$ cat src/rtl/dma_chan_pkg.sv
// Shared constants and types for the double-buffered DMA channel.
// Assumes a 32-byte register window with word-aligned registers.
package dma_chan_pkg;
    localparam int unsigned SB_RUN    = 0;
    localparam int unsigned SB_IE     = 1;
    localparam int unsigned SB_ERR    = 2;
    localparam int unsigned SB_DONE_A = 3;
    localparam int unsigned SB_GO_A   = 4;
    localparam int unsigned SB_DONE_B = 5;
    localparam int unsigned SB_GO_B   = 6;
    localparam int unsigned SB_SLOT   = 7;

    localparam logic [2:0] IX_CFG  = 3'd0;
    localparam logic [2:0] IX_SET  = 3'd1;
    localparam logic [2:0] IX_CLR  = 3'd2;
    localparam logic [2:0] IX_STAT = 3'd3;
    localparam logic [2:0] IX_SLOT = 3'd4;   // slot s: address at 4+2s, count at 5+2s

    typedef struct packed {
        logic [3:0] psel;
        logic       wide;
        logic       burst8;
        logic       swap;
        logic       to_mem;
    } chan_cfg_t;

    function automatic int unsigned go_bit(input logic slot);
        return slot ? SB_GO_B : SB_GO_A;
    endfunction

    function automatic int unsigned done_bit(input logic slot);
        return slot ? SB_DONE_B : SB_DONE_A;
    endfunction
endpackage

$ cat src/rtl/dma_chan_lane.sv
// Data lane: formats one unit for the configured width and byte order.
// Assumes UW is even; narrow mode uses the low half only.
module dma_chan_lane #(
    parameter int UW = 16
) (
    input  logic          wide,
    input  logic          swap,
    input  logic [UW-1:0] din,
    output logic [UW-1:0] dout
);
    localparam int HW = UW / 2;

    // Pick pass-through, half swap or zero-extended low half.
    always_comb begin
        if (!wide)
            dout = {{HW{1'b0}}, din[HW-1:0]};
        else if (swap)
            dout = {din[HW-1:0], din[UW-1:HW]};
        else
            dout = din;
    end
endmodule

$ cat src/rtl/dma_chan_csr.sv
// Register file of the channel: configuration, status word with set and
// clear views, and the two slot address/count pairs. Software writes take
// priority over same-cycle hardware updates. Assumes AW <= 32.
module dma_chan_csr
    import dma_chan_pkg::*;
#(
    parameter int AW = 32,
    parameter int CW = 13
) (
    input  logic          clk,
    input  logic          rst_n,
    input  logic          reg_we,
    input  logic [4:0]    reg_addr,
    input  logic [31:0]   reg_wdata,
    output logic [31:0]   reg_rdata,
    input  logic          hw_adv,
    input  logic [AW-1:0] hw_addr,
    input  logic [CW-1:0] hw_cnt,
    input  logic          hw_fin,
    input  logic          hw_err,
    output chan_cfg_t     cfg,
    output logic [7:0]    stat,
    output logic [AW-1:0] cur_addr,
    output logic [CW-1:0] cur_cnt
);
    logic          hit;
    logic [2:0]    idx;
    logic [7:0]    hw_set, hw_clr, mid, stat_d;
    logic [6:0]    sw_set, sw_clr;
    logic [AW-1:0] sa_q [2];
    logic [CW-1:0] cnt_q [2];

    assign hit = reg_we && (reg_addr[1:0] == 2'b00);
    assign idx = reg_addr[4:2];

    // Configuration word register.
    always_ff @(posedge clk) begin
        if (!rst_n)
            cfg <= '0;
        else if (hit && idx == IX_CFG)
            cfg <= chan_cfg_t'(reg_wdata[7:0]);
    end

    // Status next value: hardware effects first, then software views.
    always_comb begin
        hw_set = '0;
        hw_clr = '0;
        if (hw_err) begin
            hw_set[SB_ERR] = 1'b1;
            hw_clr[SB_RUN] = 1'b1;
        end
        if (hw_fin) begin
            hw_clr[go_bit(stat[SB_SLOT])]   = 1'b1;
            hw_set[done_bit(stat[SB_SLOT])] = 1'b1;
            hw_set[SB_SLOT] = ~stat[SB_SLOT];
            hw_clr[SB_SLOT] = stat[SB_SLOT];
        end
        mid    = (stat & ~hw_clr) | hw_set;
        sw_set = (hit && idx == IX_SET) ? reg_wdata[6:0] : '0;
        sw_clr = (hit && idx == IX_CLR) ? reg_wdata[6:0] : '0;
        stat_d = {mid[7], (mid[6:0] | sw_set) & ~sw_clr};
    end

    // Status word register.
    always_ff @(posedge clk) begin
        if (!rst_n)
            stat <= '0;
        else
            stat <= stat_d;
    end

    // One address/count pair per slot; the active one follows the mover.
    for (genvar s = 0; s < 2; s++) begin : g_slot
        always_ff @(posedge clk) begin
            if (!rst_n) begin
                sa_q[s]  <= '0;
                cnt_q[s] <= '0;
            end else begin
                if (hit && idx == IX_SLOT + 3'(2*s))
                    sa_q[s] <= {reg_wdata[AW-1:2], 2'b00};
                else if (hw_adv && stat[SB_SLOT] == 1'(s))
                    sa_q[s] <= hw_addr;
                if (hit && idx == IX_SLOT + 3'(2*s+1))
                    cnt_q[s] <= reg_wdata[CW-1:0];
                else if (hw_adv && stat[SB_SLOT] == 1'(s))
                    cnt_q[s] <= hw_cnt;
            end
        end
    end

    assign cur_addr = sa_q[stat[SB_SLOT]];
    assign cur_cnt  = cnt_q[stat[SB_SLOT]];

    // Read mux over the window.
    always_comb begin
        reg_rdata = '0;
        if (reg_addr[1:0] == 2'b00) begin
            case (idx)
                IX_CFG:                 reg_rdata = {24'd0, cfg};
                IX_SET, IX_CLR, IX_STAT: reg_rdata = {24'd0, stat};
                3'd4:                   reg_rdata = 32'(sa_q[0]);
                3'd5:                   reg_rdata = 32'(cnt_q[0]);
                3'd6:                   reg_rdata = 32'(sa_q[1]);
                default:                reg_rdata = 32'(cnt_q[1]);
            endcase
        end
    end
endmodule

$ cat src/rtl/dma_chan_mover.sv
// Burst engine: waits for a peripheral request while the active slot is
// armed and running, then issues up to BURST_LO/BURST_HI beats, one per
// acknowledge. Keeps the beats left across a pause. Assumes mem_err is
// only meaningful together with mem_ack.
module dma_chan_mover #(
    parameter int AW       = 32,
    parameter int CW       = 13,
    parameter int BURST_LO = 4,
    parameter int BURST_HI = 8
) (
    input  logic          clk,
    input  logic          rst_n,
    input  logic          run,
    input  logic          cur_go,
    input  logic          wide,
    input  logic          burst8,
    input  logic [AW-1:0] cur_addr,
    input  logic [CW-1:0] cur_cnt,
    input  logic          per_req,
    input  logic          mem_ack,
    input  logic          mem_err,
    output logic          mem_req,
    output logic          adv,
    output logic [AW-1:0] nxt_addr,
    output logic [CW-1:0] nxt_cnt,
    output logic          fin,
    output logic          err
);
    localparam int BW = $clog2(BURST_HI + 1);
    localparam logic [BW-1:0] N_LO = BW'(BURST_LO);
    localparam logic [BW-1:0] N_HI = BW'(BURST_HI);

    logic          busy;
    logic [BW-1:0] left;
    logic          live, beat;
    logic [CW-1:0] step_c;

    assign live     = run && cur_go;
    assign mem_req  = busy && live;
    assign beat     = mem_req && mem_ack;
    assign err      = beat && mem_err;
    assign adv      = beat && !mem_err;
    assign step_c   = wide ? CW'(2) : CW'(1);
    assign nxt_addr = cur_addr + (wide ? AW'(2) : AW'(1));
    assign nxt_cnt  = (cur_cnt <= step_c) ? '0 : cur_cnt - step_c;
    assign fin      = (!busy && live && cur_cnt == '0) || (adv && nxt_cnt == '0);

    // Burst state: start on request, count beats, stop on end, error or disarm.
    always_ff @(posedge clk) begin
        if (!rst_n) begin
            busy <= 1'b0;
            left <= '0;
        end else if (!busy) begin
            if (live && cur_cnt != '0 && per_req) begin
                busy <= 1'b1;
                left <= burst8 ? N_HI : N_LO;
            end
        end else if (!cur_go || err) begin
            busy <= 1'b0;
        end else if (adv) begin
            left <= left - 1'b1;
            if (nxt_cnt == '0 || left == BW'(1))
                busy <= 1'b0;
        end
    end
endmodule

$ cat src/rtl/pingpong_dma_chan.sv
// Top of the double-buffered DMA channel: register file, burst engine and
// the two data lanes. The memory port is a single-beat request/acknowledge
// port; the peripheral side is a level request plus data in and out.
module pingpong_dma_chan
    import dma_chan_pkg::*;
#(
    parameter int AW       = 32,
    parameter int CW       = 13,
    parameter int UW       = 16,
    parameter int BURST_LO = 4,
    parameter int BURST_HI = 8
) (
    input  logic          clk,
    input  logic          rst_n,
    input  logic          reg_we,
    input  logic [4:0]    reg_addr,
    input  logic [31:0]   reg_wdata,
    output logic [31:0]   reg_rdata,
    input  logic          per_req,
    input  logic [UW-1:0] per_rdata,
    output logic [UW-1:0] per_wdata,
    output logic          per_stb,
    output logic          mem_req,
    output logic          mem_we,
    output logic          mem_wide,
    output logic [AW-1:0] mem_addr,
    output logic [UW-1:0] mem_wdata,
    input  logic [UW-1:0] mem_rdata,
    input  logic          mem_ack,
    input  logic          mem_err,
    output logic          irq
);
    chan_cfg_t     cfg;
    logic [7:0]    stat_w;
    logic [AW-1:0] cur_addr, nxt_addr;
    logic [CW-1:0] cur_cnt, nxt_cnt;
    logic          adv, fin, err;

    dma_chan_csr #(.AW(AW), .CW(CW)) u_csr (
        .clk(clk), .rst_n(rst_n), .reg_we(reg_we), .reg_addr(reg_addr),
        .reg_wdata(reg_wdata), .reg_rdata(reg_rdata),
        .hw_adv(adv), .hw_addr(nxt_addr), .hw_cnt(nxt_cnt),
        .hw_fin(fin), .hw_err(err),
        .cfg(cfg), .stat(stat_w), .cur_addr(cur_addr), .cur_cnt(cur_cnt)
    );

    dma_chan_mover #(.AW(AW), .CW(CW), .BURST_LO(BURST_LO), .BURST_HI(BURST_HI)) u_mover (
        .clk(clk), .rst_n(rst_n),
        .run(stat_w[SB_RUN]), .cur_go(stat_w[go_bit(stat_w[SB_SLOT])]),
        .wide(cfg.wide), .burst8(cfg.burst8),
        .cur_addr(cur_addr), .cur_cnt(cur_cnt),
        .per_req(per_req), .mem_ack(mem_ack), .mem_err(mem_err),
        .mem_req(mem_req), .adv(adv), .nxt_addr(nxt_addr), .nxt_cnt(nxt_cnt),
        .fin(fin), .err(err)
    );

    dma_chan_lane #(.UW(UW)) u_lane_wr (
        .wide(cfg.wide), .swap(cfg.swap), .din(per_rdata), .dout(mem_wdata)
    );

    dma_chan_lane #(.UW(UW)) u_lane_rd (
        .wide(cfg.wide), .swap(cfg.swap), .din(mem_rdata), .dout(per_wdata)
    );

    assign mem_we   = cfg.to_mem;
    assign mem_wide = cfg.wide;
    assign mem_addr = cur_addr;
    assign per_stb  = adv;
    assign irq      = stat_w[SB_IE] &&
                      (stat_w[SB_ERR] || stat_w[SB_DONE_A] || stat_w[SB_DONE_B]);
endmodule

$ cat config.mk
export PLATFORM = sky130hd
export DESIGN_NAME = pingpong_dma_chan
export DESIGN_NICKNAME = d
export VERILOG_FILES = /design/src/rtl/dma_chan_pkg.sv /design/src/rtl/dma_chan_lane.sv /design/src/rtl/dma_chan_csr.sv /design/src/rtl/dma_chan_mover.sv /design/src/rtl/pingpong_dma_chan.sv
export SDC_FILE = /design/constraint.sdc
export NUM_CORES = 1
export LEC_CHECK = 0
export ABC_AREA = 1
export BUFFER_PORTS_ARGS = -buffer_cell sky130_fd_sc_hd__buf_2
export CELL_PAD_IN_SITES_DETAIL_PLACEMENT = 1
export CELL_PAD_IN_SITES_GLOBAL_PLACEMENT = 1
export CORE_ASPECT_RATIO = 1.1
export CORE_MARGIN = 10
export CORE_UTILIZATION = 36
export CTS_CLUSTER_SIZE = 10
export DETAILED_ROUTE_END_ITERATION = 8
export PLACE_DENSITY_LB_ADDON = 0.25
export SLEW_MARGIN = 30
export SYNTH_ARGS = -nofsm -noshare
export SYNTH_HDL_FRONTEND = slang
export SYNTH_SLANG_ARGS = --single-unit
$ cat constraint.sdc
create_clock -name clk -period 3.1 [get_ports clk]
set_clock_uncertainty 0.15 [all_clocks]
set_input_delay 0.62 -clock clk [delete_from_list [all_inputs] [get_ports clk]]
set_output_delay 0.62 -clock clk [all_outputs]
set_load 0.005 [all_outputs]
# Yosys cells after proc, flatten, opt, wreduce, memory -nomap -nowiden
# Memories as Yosys holds them, arrays and structs flattened. A register that Yosys moved wholly into a read port is not among the register bits.
# Index checks and enable logic that the tools add are counted.
totals:
  register_bits: 21
  mem_bits_rw: 90
  inputBits: 75
  out_inout_bits: 101
  elab_cells: 153
  memories: 2
memory_table:
  columns: ["memory", "depth", "word_bits", "rd", "rd_ports_with_merged_regs", "wr", "line", "rtl"]
  rows:
  - ["u_csr.sa_q", 2, 32, 3, 1, 2, "dma_chan_csr.sv:30", "logic [AW-1:0] sa_q [2];"]
  - ["u_csr.cnt_q", 2, 13, 3, 1, 2, "dma_chan_csr.sv:31", "logic [CW-1:0] cnt_q [2];"]
classes:
  n_addsub: 3
  order_cmp: 5
  eq_ne: 10
  mux: 69
  n_bitwise: 17
  n_reduce_logical: 39
ops:
  columns: ["op", "count"]
  rows:
  - ["2-to-1 mux 32 bit", 5]
  - ["case mux 32 bit (5 select lines)", 1]
  - ["2-to-1 mux 13 bit", 5]
  - [">= comparator 32 x 1 -> 1 bit, second input constant", 2]
  - ["less-than comparator 32 x 4 -> 1 bit, second input constant", 2]
  - ["2-to-1 mux 16 bit", 4]
  - ["2-to-1 mux 1 bit", 38]
  - ["adder 32 bit", 1]
  - ["logical NOT 13 bit", 2]
  - ["logical AND 1 bit", 23]
  - ["2-to-1 mux 4 bit", 5]
  - ["2-to-1 mux 8 bit", 2]
  - ["2-to-1 mux 7 bit", 2]
  - ["less-or-equal comparator 13 bit", 1]
  - ["nonzero test 13 bit", 1]
  - ["subtractor 13 bit", 1]
  - ["== test 3 bit, second input constant", 4]
  - ["bitwise AND 8 bit", 1]
  - ["NOT 8 bit", 1]
  - ["OR 1 bit", 8]
  - ["OR 8 bit", 1]
  - ["bitwise AND 7 bit", 1]
  - ["NOT 7 bit", 1]
  - ["OR 1 x 7 -> 7 bit", 1]
  - ["other kinds (19)", 30]

# Depth between registers and ports, before layout
# Gate-level depths: netlist of the first run.
logic_depth:
  ltp_word: 15
  mapped_depth: 23
  ltp_nobuf: 19

# Cells and area by module
# Synthesis of the first run repeated with hierarchy kept, for this count alone.
hier_totals:
  hier_cells: 1282
  area_unflattened_um2: 9054.9
by_module_without_submodules:
  columns: ["module", "n_inst", "cells_per_inst", "area_per_inst_um2", "seq_area_each_um2"]
  rows:
  - ["dma_chan_csr", 1, 848, 6671.4, 3042.9]
  - ["dma_chan_mover", 1, 287, 1701.6, 100.1]
  - ["dma_chan_lane", 2, 70, 326.6, 0.0]
  - ["pingpong_dma_chan", 1, 7, 28.8, 0.0]

# Worst setup path after synthesis of the first run
# OpenSTA, ideal clock, no wires.
synth_path:
  kind: "register -> register"
  from: "register with a tool-made name"
  to: "register u_csr.stat[4]"
  setup_ns: 0.118
  arrival_ns: 3.011
  t_required_ns: 2.832
  slack_ns: -0.179
  stages_incl_launch_ff: 24
  path_buffers: 5
  period_less_slack_ns: 3.279
  cell_sequence: "dfxtp_1 > buf_6 > buf_8 > buf_6 > buf_4 > mux2i_1 > ha_1 > inv_1 > a21oi_1 > nand2_1 > nor2_4 > nand3_2 > nand2_4 > inv_2 > buf_6 > o21ai_0 > nand2_1 > nor2_1 > nand3_1 > o21ai_0 > ha_1 > inv_1 > a22oi_1 > nor2_1"
synth_rtl:
  columns: ["element", "line", "rtl"]
  rows:
  - ["end signal, assigned", "dma_chan_csr.sv:69", "stat <= stat_d;"]
  - ["end, declared", "dma_chan_csr.sv:22", "output logic [7:0] stat,"]

==> results of run 1 <==
[Yosys cell counts (all sizes together) (3+ instances only)]
| library cell | number | area (µm²) |
|---|---|---|
| xnor2 | 6 | 60.1 |
| buf | 25 | 188 |
| clkbuf | 23 | 86.3 |
| a31oi | 6 | 37.5 |
| or2 | 11 | 68.8 |
| xor2 | 20 | 175 |
| o32ai | 3 | 26.3 |
| ha | 8 | 100 |
| nor2 | 100 | 489 |
| dfxtp | 22 | 440 |
| edfxtp | 90 | 2700 |
| a22oi | 3 | 22.5 |
| a211oi | 3 | 27.5 |
| nor3 | 16 | 100 |
| nand4 | 9 | 62.6 |
| nand3 | 38 | 223 |
| nand2 | 309 | 1220 |
| clkinv | 5 | 18.8 |
| a221oi | 13 | 114 |
| nand3b | 4 | 30.0 |
| o22ai | 21 | 131 |
| inv | 172 | 646 |
| o211ai | 6 | 45.0 |
| a21oi | 93 | 465 |
| o21ai | 149 | 813 |
| a21o | 5 | 37.5 |
[registers in the layout (all words and copies together) (netlist names), named ones only]
register	flops
u_csr.sa_q	64
u_csr.cnt_q	26
u_csr.cfg	8
u_csr.stat	8
u_mover.left	4
u_mover.busy	1
[cells by family after synthesis]
family / share of synthesized area, %
buffers and inverters: 11.1
XOR/XNOR: 2.77
multiplexers: 0.383
flip-flops: 37.0
AND/OR/NAND/NOR: 26.2
AO/OA/AOI/OAI: 20.8
adder cells (fa/ha/maj): 1.65
[report_power, final]
part	leakage (µW)	internal, µW	total, µW	switching, µW
Sequential	0.00104	1690	1730	42.4
Clock	0.000156	664	1280	618
Combinational	0.00360	196	581	385
[metrics by stage]
stage | std cells | utilization [%] | total power (µW) | worst slack [ns] | setup TNS, ns
after detailed placement | 1656 | 43.1 | 2330 | -0.108 | -0.238
after CTS | 1672 | 44.5 | 3590 | 0.00167 | 0
final | 1678 | 45.3 | 3590 | 0.0793 | 0
after floorplan | 1173 | - | 2040 | -0.0794 | -0.206
after global placement | 1656 | 43.1 | 2310 | 0.0102 | 0
after global routing | 1678 | 45.3 | 3730 | -0.0994 | -0.372
[cells in the final DEF, fill, tap and decap left out, types with 12 or more instances in the layout]
cell type  Yosys  layout
nor2_2        18      20
a21oi_1       93      92
edfxtp_1      90      90
buf_2         12     176
o21ai_0      108     104
a221oi_1      13      13
xor2_1        20      20
nand3_1       33      27
o21ai_2       15      17
o21ai_1       25      24
nor3_1        12      12
buf_4          3      59
dfxtp_1       22      21
o22ai_1       21      21
nand2_1      293     289
inv_1        163     161
nand2_2       11      15
nor2_1        74      69
[what timing repair did]
item                                    in CTS  in global routing
buffers inserted                             0                  6
endpoints found under the setup margin       6                 31
gates resized for setup                      2                 38
pin swaps                                    0                 12
[worst register-to-register path, delay by kind of cell, from the launching register on]
kind	cells	cell delay, ns
buffers and inverters	1	0.06
XOR/XNOR	1	0.22
AND/OR/NAND/NOR	6	0.74
adder cells (fa/ha/maj)	3	0.70
flip-flops	1	0.42
multiplexers	1	0.27
AO/OA/AOI/OAI	3	0.38
[path summary, 6_finish.rpt]
kind,from,end,slack [ns],cells after the start
worst min-delay path,u_mover.left[2],u_mover.left[2],0.35,2
worst min register to register,u_mover.left[2],u_mover.left[2],0.35,2
worst max-delay path,flop,u_csr.stat[6],0.08,15
worst max register to register,flop,u_csr.stat[6],0.08,15
[final cells by class]
class / instances / area [µm²]
Tap cell: 300 / 375
Clock inverter: 6 / 73.8
Inverter: 177 / 672
Timing Repair Buffer: 237 / 1360
Multi-Input combinational cell: 836 / 4560
Clock buffer: 10 / 239
Sequential cell: 112 / 3150
Fill cell: 3000 / 12600
[per-layer routing]
| layer | wire length, µm | global-route usage, % |
|---|---|---|
| met2 | 17600 | 40.1 |
| met5 | 0 | 0 |
| met1 | 14400 | 26.2 |
| met4 | 873 | 7.42 |
| met3 | 1960 | 3.76 |
==> flow_summary.yaml, run 1 <==
logic_synthesis:
  async_flop_share_pct: 0
  ys_seq_area_share_pct: 37.0
  synth-edff-count: 90
  syn_nets: 1258
  synth_warnings: 0
  synth_cells: 1173
  syn_avg_cell_area_um2: 7.23
  synthFlopType: "edfxtp_1"
  synth_cell_types: 56
  syn-cell-area_um2: 8490
  synth_seq_cells: 112
floorplan:
  ioPinCount: 176
  dieArea_um2: 30100
  fp.dieH_um: 181
  coreArea_um2: 23000
  start_util_pct: 36.9
  num_rows: 58
  die_w_um: 166
cells_and_area:
  drive_gt1_share_pct: 27.4
  area_growth_pct: 22.9
  final_cell_area_um2: 10400
  nets: 1458
  antenna_cells: 0
pwr:
  leakagePower_uw: 0.00480
  power_density_nw_per_um2: 345
  ir_drop_uv: 274
setup_path:
  cp_data_required_time_ns: 3.22
  end_kind: "flop"
  crit_slowest_cell: "dfxtp_4"
  crit_chain: "mux2i_2, ha_2, fa_2, nand3_2, nor2_4, xor2_1, a21o_1, nand2_1, nor2_2, nand3_4, o21ai_4, ha_2, inv_1, a22oi_2, nor2_1"
  critPathLaunchType: "flop"
  critPathBufInv: 1
  crit_fanout: 7
  crit_type: "reg2reg"
  cp_top_family: "simple AND/OR/NAND/NOR gates"
  worst_path_most_repeated_cell: "ha_2"
  crit_arrival_ns: 3.14
  cpPeakStageDelay_ns: 0.42
cts:
  cts_sinks: 112
  clkTransAtPathRegs_ns: 0.09
  hold_buffers: 0
  cts_tree: "yes"
  numCtsBuffers: 9
  clkLatencyLatePin_ns: 0.37
  htree_levels: 3
  root_buffer: "clkbuf_16"
  clk_path_buf_depth: 2
global_route:
  antenna_found_initial: 0
  grt_max_degree: 42
  overflow: 0
  track_usage_pct: 22.3
  grt_first_pass_wirelength_mm: 54.2
  grt_pass1_vias: 9562
worst_hold_path:
  hold_class: "reg2reg"
routing:
  first_pass_iters: 5
  wl_per_cell_um: 20.7
  drtAntennaViolNets: 0
  drc: 0
  routed_wl_mm: 34.8
  viasPerCell: 5.36
  dr_total_vias: 8986
  drt_iter0_markers: 584
timing:
  final_hold_viol_count: 0
  fin_crit_sh_pct: 97.4
  fmax_ghz: 0.331
  worstMarginPinSlew_ns: 0.803
  maxSlewHeadroom_pct: 46.4
  hold-worst-slack_ns: 0.351
  rsz0062_at_grt: "true"
  min_period_ns: 3.02
  maxSlewViolCount: 0
  setup_viol: 0
place:
  detailed_place_hpwl_mm: 27.1
  placed_area_um2: 9910
  gp_congestion: 0.887
  portBuffers: 175
status:
  status: "finished clean"
flow_run:
  cap_violations: 0
(Power assumes the default switching activity.)
==> inputs of run 2 (changes only) <==
CORE_UTILIZATION = 37   (was 36)
SYNTH_HIERARCHICAL = 1   (was not set)
==> run 2 against run 1 <==
Compared with the run above: first-iteration DRC count rose by 7.0%; critical path type unchanged; critical path depth rose by 1; die area rose by 3.4%.
==> flow_summary.yaml, run 2 <==
timing:
  fin_crit_sh_pct: 98.0
  fin_ws_ns: 0.0635
  setup_viol: 0
  rsz0062_at_grt: "true"
  final_hold_viol_count: 0
  fmax_ghz: 0.329
  min_period_ns: 3.04
  maxSlewViolCount: 0
  maxSlewHeadroom_pct: 57.1
  worstMarginPinSlew_ns: 0.639
place:
  portBuffers: 175
  detailed_place_hpwl_mm: 26.3
  gp_congestion: 0.890
  dpl_worst_slack_ns: -0.0770
  placed_cells: 1741
cts:
  clkTransAtPathRegs_ns: 0.08
  root_buffer: "clkbuf_16"
  hold_buffers: 0
  clk_path_buf_depth: 2
  clkLatencyLatePin_ns: 0.37
  htree_levels: 3
  cts_tree: "yes"
  cts_sinks: 112
  numCtsBuffers: 9
floorplan:
  start_util_pct: 38.0
  num_rows: 59
  dieArea_um2: 31100
  coreArea_um2: 23800
  fp.dieH_um: 184
  die_w_um: 169
  ioPinCount: 176
routing:
  first_pass_iters: 5
  wl_per_cell_um: 19.9
  dr_total_vias: 9470
  viasPerCell: 5.37
  routed_wl_mm: 35.1
  drc: 0
  drtAntennaViolNets: 0
  drt_iter0_markers: 625
logic_synthesis:
  synth_top_area_cell: "edfxtp_1"
  synth-edff-count: 90
  synth_common_cells: "nand2_1, nor2_1, inv_1"
  synth_compound_area_share_pct: 5.98
  synth_cells: 1282
  synth_seq_cells: 112
  synth_top_area_share_pct: 29.8
  synthFlopType: "edfxtp_1"
  synthMuxAreaShare_pct: 4.73
  synth_top_family_by_area: "simple AND/OR/NAND/NOR gates"
  ys_seq_area_share_pct: 34.7
  yosysMostFrequentCell: "nand2_1"
  synth.area.top_cells: "edfxtp_1, nand2_1, nor2_1"
  syn-cell-area_um2: 9050
  syn_avg_cell_area_um2: 7.06
  synth-xor-area-share_pct: 3.10
  async_flop_share_pct: 0
  synth_warnings: 6
  syn_nets: 1367
  synthSimpleGateAreaFrac_pct: 39.1
  synth_fa_ha_area_share_pct: 1.55
  synth_cell_types: 48
setup_path:
  crit_arrival_ns: 3.01
  reg2reg_to: "u_csr/sa_q[0][28]"
  endpoint: "u_csr/sa_q[0][28]"
  critPathLaunchType: "flop"
  end_kind: "flop"
  cp_data_required_time_ns: 3.07
  crit_fanout: 5
  r2r_slack_ns: 0.06
  crit_type: "reg2reg"
  ff2ff_path_depth: 16
pwr:
  swShare_pct: 29.6
  switchingPower_uw: 1020
  seq_power_share_pct: 49.9
  power_density_nw_per_um2: 318
  intPower_uw: 2410
  leakagePower_uw: 0.00506
  power_frac_clock_pct: 34.2
  ir_drop_uv: 232
  pwr-share-comb_pct: 15.9
global_route:
  grt_first_pass_wirelength_mm: 54.7
  track_usage_pct: 21.8
  antenna_found_initial: 0
  grt_max_degree: 83
  overflow: 0
  grt_pass1_vias: 9957
worst_hold_path:
  holdPathStages: 2
  hold_class: "reg2reg"
cells_and_area:
  drive_gt1_share_pct: 26.5
  nets: 1537
  mostFrequentLayoutCell: "nand2_1"
  layout_common_cells: "nand2_1, nor2_1, buf_2"
  finalNonFillerCells: 1762
  regMostFlops: "u_csr/sa_q"
  reg_top3: "u_csr/sa_q x64, u_csr/cnt_q x26"
  largest_reg_flops: 64
  area_growth_pct: 19.0
  antenna_cells: 0
flow_run:
  cap_violations: 0
status:
  status: "finished clean"
## run 2: power by group through the flow
stage	clock, µW	sequential, µW	combinational [µW]
final	1170	1710	546
after global placement	0	1740	523
after global routing	1250	1720	602
after floorplan	0	1730	292
after CTS	1190	1710	534
after detailed placement	0	1740	529
## run 2: logic make-up (layout without fill, tap and decap cells)
logic type,after synthesis,in the layout
AND/OR/NAND/NOR,780,780
AO/OA/AOI/OAI,105,105
flip-flops,112,112
XOR/XNOR,32,32
adder cells (fa/ha/maj),10,10
buffers and inverters,205,380
multiplexers,38,38
## run 2: critical path, cell delays in order (launching register included)
cell	delay (ns)
dfxtp_4	0.38
buf_12	0.13
mux2_4	0.21
ha_4	0.14
inv_2	0.04
fa_2	0.41
nor2_4	0.12
nand3_2	0.10
inv_2	0.10
nand4_4	0.11
nor2_4	0.21
nand4_4	0.12
nor2_4	0.15
nand2_2	0.07
xnor2_2	0.14
nand4_1	0.12
nand2_1	0.07
## run 2: final cells by class
type                    count  area [µm²]
fillers                  3163       13100
multi-input cells         965        5110
flip-flops and latches    112        3150
repair buffers            227        1340
inverters                 137         517
well taps                 305         382
clock buffers               9         225
clock inverters             7        52.6
## run 2: repair_timing
item                       CTS  global route
gates resized for setup      6            40
pin swaps                    0            13
buffers inserted             0             5
setup endpoints to repair   10            23
## run 2: stage by stage
step                      cell area [µm²]  total power [µW]  setup TNS, ns  utilization (%)  hold slack [ns]
after CTS                           10600              3440              0             44.4            0.352
after global routing                10800              3560         -0.341             45.2            0.384
after global placement              10300              2260              0             43.1            0.329
after floorplan                      9060              2020              0                -            0.305
after detailed placement            10300              2270         -0.331             43.1            0.333
final                               10800              3430              0             45.2            0.354
## run 2: routing by layer
layer  GRT usage (%)  vias to the layer above  wire length (µm)
met5               0                        -                 0
met4            6.18                        0               676
li1                -                     4490                 -
met3            4.00                       40              1990
met2            36.6                      300             16800
met1            27.9                     4640             15600
## run 2: how the worst min path moves through the flow
stage	to	slack, ns	startpoint
floorplan	u_csr/cfg[6]	0.31	u_csr/cfg[6]
global placement	u_csr/cfg[5]	0.33	u_csr/cfg[5]
detailed placement	u_csr/cfg[6]	0.33	u_csr/cfg[6]
CTS	u_csr/cfg[6]	0.35	u_csr/cfg[6]
global route	u_csr/cfg[6]	0.38	u_csr/cfg[6]
finish	u_csr/cfg[6]	0.35	u_csr/cfg[6]
==> inputs of run 3 (changes only) <==
==> constraint.sdc (replaced) <==
create_clock -name clk -period 3.1 [get_ports clk]
set_clock_uncertainty 0.15 [all_clocks]
set_input_delay 0.62 -clock clk [delete_from_list [all_inputs] [get_ports clk]]
set_output_delay 0.62 -clock clk [all_outputs]
set_load 0.05 [all_outputs]
==> run 3 against run 2 <==
Compared with the run above: sequential power about the same; total power increased by 3.7%; critical endpoint is now u_csr/sa_q[0][30]; cell count increased by 0.40%; first-iteration DRC count increased by 7.2%.
==> flow_summary.yaml, run 3 (synthesized netlist as in run 2, its figures left out) <==
worst_hold_path:
  worstHoldStart: "u_csr/cfg[7]"
  holdPathStages: 2
  min_to: "u_csr/cfg[7]"
  hold_class: "reg2reg"
routing:
  drt_iter0_markers: 670
  routed_wl_mm: 35.2
  wl_per_cell_um: 19.9
  viasPerCell: 5.33
  drtAntennaViolNets: 0
  drc: 0
  dr_total_vias: 9433
  first_pass_iters: 5
cts:
  clk_path_buf_depth: 2
  cts_tree: "yes"
  clkTransAtPathRegs_ns: 0.09
  numCtsBuffers: 9
  clkLatencyLatePin_ns: 0.37
  cts_sinks: 112
  hold_buffers: 0
  htree_levels: 3
  root_buffer: "clkbuf_16"
pwr:
  intPower_uw: 2410
  ir_drop_uv: 226
  leakagePower_uw: 0.00513
  swShare_pct: 32.2
  switchingPower_uw: 1140
  pwr-share-comb_pct: 19.5
  power_density_nw_per_um2: 327
  seq_power_share_pct: 48.1
  power_frac_clock_pct: 32.4
timing:
  fin_tns_setup_ns: 0
  setup_viol: 0
  fin_ws_ns: 0.0354
  final_hold_viol_count: 0
  maxSlewHeadroom_pct: 57.3
  fin_crit_sh_pct: 98.9
  maxSlewViolCount: 0
  min_period_ns: 3.06
  rsz0062_at_grt: "true"
  fmax_ghz: 0.326
  worstMarginPinSlew_ns: 0.636
cells_and_area:
  mostFrequentLayoutCell: "nand2_1"
  antenna_cells: 0
  largest_reg_flops: 64
  regMostFlops: "u_csr/sa_q"
  layout_common_cells: "nand2_1, nor2_1, buf_2"
  area_growth_pct: 20.0
  nets: 1544
  reg_top3: "u_csr/sa_q x64, u_csr/cnt_q x26"
  drive_gt1_share_pct: 27.3
setup_path:
  r2r_slack_ns: 0.04
  crit_arrival_ns: 3.03
  ff2ff_path_depth: 16
  end_kind: "flop"
  reg2reg_to: "u_csr/sa_q[0][30]"
  crit_type: "reg2reg"
  critPathLaunchType: "flop"
  cp_data_required_time_ns: 3.07
  crit_fanout: 5
global_route:
  grt_first_pass_wirelength_mm: 54.4
  track_usage_pct: 21.6
  grt_pass1_vias: 9797
  grt_max_degree: 83
  antenna_found_initial: 0
  overflow: 0
floorplan:
  start_util_pct: 38.0
  num_rows: 59
  coreArea_um2: 23800
  fp.dieH_um: 184
  die_w_um: 169
  ioPinCount: 176
  dieArea_um2: 31100
flow_run:
  cap_violations: 0
place:
  gp_congestion: 0.915
  portBuffers: 175
  dpl_worst_slack_ns: -0.0374
  detailed_place_hpwl_mm: 26.6
status:
  status: "finished clean"
==> run 3: how the worst max path moves through the flow <==
stage                     startpoint                 to  cells after the start
final                           flop  u_csr/sa_q[0][30]                     16
after global routing            flop  u_csr/sa_q[0][28]                     16
after global placement          flop      u_csr/stat[5]                     17
after detailed placement        flop      u_csr/stat[6]                     15
after floorplan                 flop  u_csr/sa_q[1][29]                     13
after CTS                       flop  u_csr/sa_q[0][28]                     16
==> run 3: worst max-delay path: stages, from the launching register on <==
cell,delay (ns)
dfxtp_4,0.38
buf_12,0.13
mux2_4,0.21
ha_4,0.14
inv_2,0.04
fa_2,0.42
nor2_4,0.12
nand3_2,0.10
inv_2,0.11
nand4_4,0.10
nor2_4,0.21
nand2_4,0.10
nor2_4,0.18
nand4_4,0.10
xnor2_2,0.16
nand4_1,0.10
nand2_1,0.06
==> run 3: routing by layer <==
metal / GRT usage, % / vias to the layer above / wire length [µm]
li1: - / 4505 / -
met1: 27.6 / 4576 / 15400
met2: 36.8 / 301 / 17000
met3: 3.49 / 51 / 1980
met4: 6.32 / 0 / 789
met5: 0 / - / 0
==> run 3: what timing repair did <==
item,CTS,global route
resized for setup,6,43
setup endpoints to repair,8,13
buffers inserted,0,9
cloned,0,0
pin swaps,0,20
==> run 3: final cells by class <==
class                           count  area (µm²)
Timing Repair Buffer              234        1380
Multi-Input combinational cell    965        5170
Tap cell                          305         382
Inverter                          137         517
Clock inverter                      7        47.5
Clock buffer                        9         225
Sequential cell                   112        3150
Fill cell                        3120       13000
==> run 3: metrics by stage <==
| step | total power [µW] | hold WS [ns] | instances | cell area [µm²] | util [%] |
|---|---|---|---|---|---|
| after floorplan | 2160 | 0.305 | 1282 | 9090 | - |
| after global placement | 2400 | 0.326 | 1744 | 10300 | 43.3 |
| after detailed placement | 2410 | 0.340 | 1744 | 10300 | 43.3 |
| after CTS | 3550 | 0.359 | 1760 | 10600 | 44.5 |
| after global routing | 3680 | 0.390 | 1769 | 10900 | 45.6 |
| final | 3560 | 0.357 | 1769 | 10900 | 45.6 |
==> run 3: power by group through the flow <==
stage / clock network, µW / registers (µW) / logic (µW)
floorplan: 0 / 1730 / 428
global placement: 0 / 1740 / 661
detailed placement: 0 / 1750 / 670
CTS: 1170 / 1710 / 674
global route: 1220 / 1720 / 745
finish: 1150 / 1710 / 692
